`src/rtl/wmc_pkg.sv`:
```
package wmc_pkg;

    typedef enum logic [1:0] {
        WMC_IDLE   = 2'd0,
        WMC_CALC   = 2'd1,
        WMC_COMMIT = 2'd2
    } wmc_state_e;

endpackage

```
`src/rtl/wmc_ctrl.sv`:
```
module wmc_ctrl
    import wmc_pkg::*;
#(
    parameter int STEPS = 8
) (
    input  logic clk,
    input  logic rst_n,
    input  logic req_valid_i,
    output logic req_ready_o,
    output logic load_o,
    output logic step_o,
    output logic commit_o
);

    localparam int CNT_W = (STEPS > 1) ? $clog2(STEPS) : 1;
    localparam logic [CNT_W-1:0] LAST_STEP = CNT_W'(STEPS - 1);

    wmc_state_e       state_q, state_d;
    logic [CNT_W-1:0] cnt_q;

    // state register and step counter
    always_ff @(posedge clk or negedge rst_n) begin
        if (!rst_n) begin
            state_q <= WMC_IDLE;
            cnt_q   <= '0;
        end else begin
            state_q <= state_d;
            if (state_q == WMC_IDLE) begin
                cnt_q <= '0;
            end else if (state_q == WMC_CALC) begin
                cnt_q <= cnt_q + 1'b1;
            end
        end
    end

    // transitions: accept, last step, commit done
    always_comb begin
        state_d = state_q;
        unique case (state_q)
            WMC_IDLE:   if (req_valid_i) state_d = WMC_CALC;
            WMC_CALC:   if (cnt_q == LAST_STEP) state_d = WMC_COMMIT;
            WMC_COMMIT: state_d = WMC_IDLE;
            default:    state_d = WMC_IDLE;
        endcase
    end

    // outputs
    always_comb begin
        req_ready_o = 1'b0;
        load_o      = 1'b0;
        step_o      = 1'b0;
        commit_o    = 1'b0;
        unique case (state_q)
            WMC_IDLE: begin
                req_ready_o = 1'b1;
                load_o      = req_valid_i;
            end
            WMC_CALC:   step_o   = 1'b1;
            WMC_COMMIT: commit_o = 1'b1;
            default: ;
        endcase
    end

endmodule

```
`src/rtl/wmc_digit_mul.sv`:
```
module wmc_digit_mul #(
    parameter int DIGIT_W = 8,
    parameter int ACC_W   = 128
) (
    input  logic [DIGIT_W-1:0] digit_i,
    input  logic [ACC_W-1:0]   mcand_i,
    output logic [ACC_W-1:0]   pp_o
);

    generate
        if (DIGIT_W == 1) begin : g_bit
            // radix-2: a partial product is a gated copy
            assign pp_o = digit_i[0] ? mcand_i : '0;
        end else begin : g_digit
            assign pp_o = ACC_W'(digit_i) * mcand_i;
        end
    endgenerate

endmodule

```
`src/rtl/wmc_datapath.sv`:
```
module wmc_datapath #(
    parameter int OP_W    = 64,
    parameter int DIGIT_W = 8
) (
    input  logic            clk,
    input  logic            rst_n,
    input  logic            load_i,
    input  logic            step_i,
    input  logic            commit_i,
    input  logic [OP_W-1:0] op_a_i,
    input  logic [OP_W-1:0] op_b_i,
    input  logic [OP_W-1:0] op_c_i,
    output logic            done_o,
    output logic [OP_W-1:0] res_lo_o,
    output logic [OP_W-1:0] res_hi_o
);

    localparam int ACC_W = 2 * OP_W;

    logic [OP_W-1:0]  a_q;
    logic [ACC_W-1:0] b_q;
    logic [ACC_W-1:0] acc_q;
    logic [ACC_W-1:0] pp;

    wmc_digit_mul #(
        .DIGIT_W(DIGIT_W),
        .ACC_W  (ACC_W)
    ) mul_i (
        .digit_i(a_q[DIGIT_W-1:0]),
        .mcand_i(b_q),
        .pp_o   (pp)
    );

    // shift-and-add: acc starts at zero-extended C, gains digit*B each step
    always_ff @(posedge clk or negedge rst_n) begin
        if (!rst_n) begin
            a_q   <= '0;
            b_q   <= '0;
            acc_q <= '0;
        end else if (load_i) begin
            a_q   <= op_a_i;
            b_q   <= ACC_W'(op_b_i);
            acc_q <= ACC_W'(op_c_i);
        end else if (step_i) begin
            a_q   <= a_q >> DIGIT_W;
            b_q   <= b_q << DIGIT_W;
            acc_q <= acc_q + pp;
        end
    end

    always_ff @(posedge clk or negedge rst_n) begin
        if (!rst_n) begin
            res_lo_o <= '0;
            res_hi_o <= '0;
            done_o   <= 1'b0;
        end else begin
            done_o <= commit_i;
            if (commit_i) begin
                res_lo_o <= acc_q[OP_W-1:0];
                res_hi_o <= acc_q[ACC_W-1:OP_W];
            end
        end
    end

endmodule

```
`src/rtl/wmc_unit.sv`:
```
module wmc_unit #(
    parameter int OP_W    = 64,
    parameter int DIGIT_W = 8
) (
    input  logic            clk,
    input  logic            rst_n,
    input  logic            req_valid,
    output logic            req_ready,
    input  logic [OP_W-1:0] op_a,
    input  logic [OP_W-1:0] op_b,
    input  logic [OP_W-1:0] op_c,
    output logic            rsp_done,
    output logic [OP_W-1:0] res_lo,
    output logic [OP_W-1:0] res_hi
);

    localparam int STEPS = OP_W / DIGIT_W;

    logic load, step, commit;

    wmc_ctrl #(
        .STEPS(STEPS)
    ) ctrl_i (
        .clk        (clk),
        .rst_n      (rst_n),
        .req_valid_i(req_valid),
        .req_ready_o(req_ready),
        .load_o     (load),
        .step_o     (step),
        .commit_o   (commit)
    );

    wmc_datapath #(
        .OP_W   (OP_W),
        .DIGIT_W(DIGIT_W)
    ) dp_i (
        .clk     (clk),
        .rst_n   (rst_n),
        .load_i  (load),
        .step_i  (step),
        .commit_i(commit),
        .op_a_i  (op_a),
        .op_b_i  (op_b),
        .op_c_i  (op_c),
        .done_o  (rsp_done),
        .res_lo_o(res_lo),
        .res_hi_o(res_hi)
    );

endmodule

```
`config.mk`:
```
export PLATFORM = sky130hd
export DESIGN_NAME = wmc_unit
export DESIGN_NICKNAME = d
export VERILOG_FILES = /design/src/rtl/wmc_pkg.sv /design/src/rtl/wmc_ctrl.sv /design/src/rtl/wmc_digit_mul.sv /design/src/rtl/wmc_datapath.sv /design/src/rtl/wmc_unit.sv
export SDC_FILE = /design/constraint.sdc
export NUM_CORES = 2
export LEC_CHECK = 0
export BUFFER_PORTS_ARGS = -buffer_cell sky130_fd_sc_hd__clkbuf_2
export CELL_PAD_IN_SITES_DETAIL_PLACEMENT = 0
export CELL_PAD_IN_SITES_GLOBAL_PLACEMENT = 1
export CORE_AREA = 4 4 386 388
export CTS_BUF_LIST = sky130_fd_sc_hd__clkbuf_8
export DETAILED_ROUTE_END_ITERATION = 7
export DIE_AREA = 0 0 390 392
export GPL_TIMING_DRIVEN = 1
export HOLD_SLACK_MARGIN = 0.1
export PLACE_DENSITY = 0.8
export SLEW_MARGIN = 20
export SYNTH_ARGS = -nofsm -noshare
export SYNTH_HDL_FRONTEND = slang
export SYNTH_HIERARCHICAL = 1
export SYNTH_SLANG_ARGS = --single-unit
```
`constraint.sdc`:
```
create_clock -name clk -period 11.7 [get_ports clk]
set_input_delay 1.755 -clock clk [delete_from_list [all_inputs] [get_ports clk]]
set_output_delay 1.755 -clock clk [all_outputs]
set_load 0.05 [all_outputs]
```
==> flow_summary.json <==
{
  "cts.reportedPaths.clkPinSlew_ns": 0.06,
  "postCtsSetupBuffers": 0,
  "grt_max_degree": 154,
  "antenna_found_initial": 16,
  "grt_usage_pct": 23.9,
  "outcome": "complete, no violations",
  "final.setup.tns_ns": 0,
  "cap_violations": 0,
  "hold_depth": 1,
  "initial_core_util_pct": 39.9,
  "numCtsBuffers": 85,
  "avgSynthCellArea_um2": 8.95,
  "finClkSkew_ns": 0.0573,
  "max-slew-margin-rel_pct": 31.1,
  "drt_pass1_iterations": 6,
  "arrival_ns": 10.93,
  "synth_top_area_cell": "fa_1",
  "area_delta_synth_final_pct": 8.18,
  "holdBufCountCts": 0,
  "dr_total_vias": 47100,
  "overflow": 0,
  "path_common_cell": "fa_1",
  "hpwl_um": 143000,
  "synth_top_area_share_pct": 25.3,
  "setup_viol": 0,
  "start_kind": "flop",
  "core_mm2": 0.145,
  "routed_wl_um": 184000,
  "max_stage_delay_ns": 0.90,
  "clock_sinks": 454,
  "drtAntennaViolNets": 0,
  "drv_slew": 0,
  "netlist_instances": 6479,
  "placedCellCount": 8392,
  "hold_path.class": "reg -> reg",
  "synthFlopType": "dfrtp_1",
  "yosysMostFrequentCell": "and2_1",
  "drtIter0Drc": 4169,
  "path_class": "reg -> reg",
  "ios": 325,
  "synth-edff-count": 0,
  "synth-seq-area-share_pct": 19.6,
  "netlist_area_mm2": 0.0580,
  "clock_path_buffers": 3,
  "endpoint_kind": "flop",
  "required_ns": 12.42,
  "cts_tree": "done",
  "grt_pass1_wl_um": 287000,
  "ctsResizeCount": 0,
  "clockRootBuffer": "clkbuf_8",
  "slowest_stage": "dfrtp_2",
  "htree_levels": 3,
  "gp_congestion": 0.966,
  "drive_above_1_share_pct": 10.1,
  "fin_cells": 8554,
  "die_w_um": 390,
  "rsz0062_at_grt": "no",
  "fin_nets": 7755,
  "clock_latency_ns": 0.79,
  "hold_viol_final": 0,
  "routed_via_density": 5.50,
  "synth_nets": 7672,
  "wl_per_cell_um": 21.5,
  "grt_pass1_vias": 47800,
  "reg2reg_depth": 32,
  "synth_warnings": 6,
  "fmax_mhz": 98.0,
  "finalCriticalPeriod_ns": 10.21,
  "rows": 140,
  "crit_fanout": 46,
  "drc": 0,
  "io_buffer_count": 324,
  "yosys-top-cells-count": "and2_1 (841), fa_1 (733), nand2_1 (663)",
  "tightest_slew_ns": 1.03,
  "die-area_mm2": 0.153,
  "async_flop_share_pct": 100,
  "fp.dieH_um": 392,
  "synthTopCellsByArea": "fa_1 (25%), dfrtp_1 (20%), and2_1 (9.1%)",
  "ys_seq_elements": 454,
  "post-route-period-util_pct": 87.2,
  "yosysUniqueCellTypes": 98,
  "whs_ns": 0.505
}
registers in the layout, indices dropped and copies added (netlist names):
| name | cells |
|---|---|
| ctrl_i/state_q | 2 |
| dp_i/res_hi_o | 64 |
| ctrl_i/cnt_q | 3 |
| dp_i/acc_q | 128 |
| dp_i/a_q | 64 |
| dp_i/b_q | 128 |
| dp_i/res_lo_o | 64 |
| dp_i/done_o | 1 |
cell usage in the layout, fill, tap and decap left out, types with 39 or more instances in the layout:
| cell | count |
|---|---|
| and2_1 | 840 |
| fa_1 | 733 |
| nand2_1 | 663 |
| inv_1 | 615 |
| dfrtp_1 | 446 |
| a21oi_1 | 428 |
| o21ai_0 | 415 |
| clkbuf_2 | 323 |
| nor2_1 | 289 |
| ha_1 | 265 |
| mux2i_1 | 230 |
| xnor2_1 | 152 |
| nand4_1 | 132 |
| mux2_2 | 131 |
| clkbuf_8 | 101 |
| a21o_1 | 101 |
| xor2_1 | 101 |
| o21bai_1 | 81 |
| nand3_1 | 46 |
| nor2b_1 | 44 |
| nand2b_1 | 42 |
| nor3_1 | 39 |
per-layer routing:
metal,track usage [%],vias to the layer above,share of wire (%)
met5,0,-,0.052
met4,5.30,12,2.0
met3,5.50,194,8.6
met2,34.1,1779,41
met1,36.5,23500,48
li1,-,21600,-
metrics by stage:
stage / util [%] / instance area, um2 / setup slack (ns)
global route: 43.1 / 62700 / 0.964
floorplan: - / 58000 / 3.63
detailed placement: 41.9 / 60900 / 1.57
finish: 43.1 / 62700 / 1.49
global placement: 41.9 / 60900 / 1.63
CTS: 43.1 / 62700 / 1.59
worst paths after layout:
path | start | to | slack [ns]
worst max-delay path | dp_i/a_q[2] | dp_i/acc_q[118] | 1.49
worst min-delay path | dp_i/res_hi_o[42] | dp_i/res_hi_o[42] | 0.50
worst max register to register | dp_i/a_q[2] | dp_i/acc_q[118] | 1.49
worst min register to register | dp_i/res_hi_o[42] | dp_i/res_hi_o[42] | 0.50
max in group asynchronous | rst_n | dp_i/res_hi_o[41] | 8.63
min in group asynchronous | rst_n | dp_i/b_q[33] | 0.98
cells by family (layout without fill, tap and decap cells):
group / after synthesis / in the layout / synth area share (%)
xor gates and xnor gates: 253 / 253 / 3.82
muxes: 361 / 361 / 6.52
other: 0 / 10 / 0
DFF: 454 / 454 / 19.6
adders and majority gates: 998 / 998 / 31.0
AOI/OAI and AO/OA: 1279 / 1279 / 13.3
and+or+nand+nor: 2186 / 2186 / 19.5
buffers and inverters: 948 / 1096 / 6.23
area by class of cell:
cell class | instances | area, um2
fillers | 14400 | 82700
multi-input cells | 5077 | 43000
flip-flops and latches | 454 | 11400
well taps | 1917 | 2400
inverters | 589 | 2210
repair buffers | 355 | 1910
clock buffers | 101 | 1390
clock inverters | 51 | 390
diodes | 10 | 25.0
critical path: cells and delay by family (launching register included):
family	cells	cell delay [ns]
buffers and inverters	2	1.03
AO/OA/AOI/OAI	9	2.20
AND/OR/NAND/NOR	14	2.97
adder cells (fa/ha/maj)	6	2.65
XOR/XNOR	1	0.28
flip-flops	1	0.90
Power is left out: the tool's default activity adds up to more than one toggle a clock period on the data nets, which glitch-free logic cannot reach.
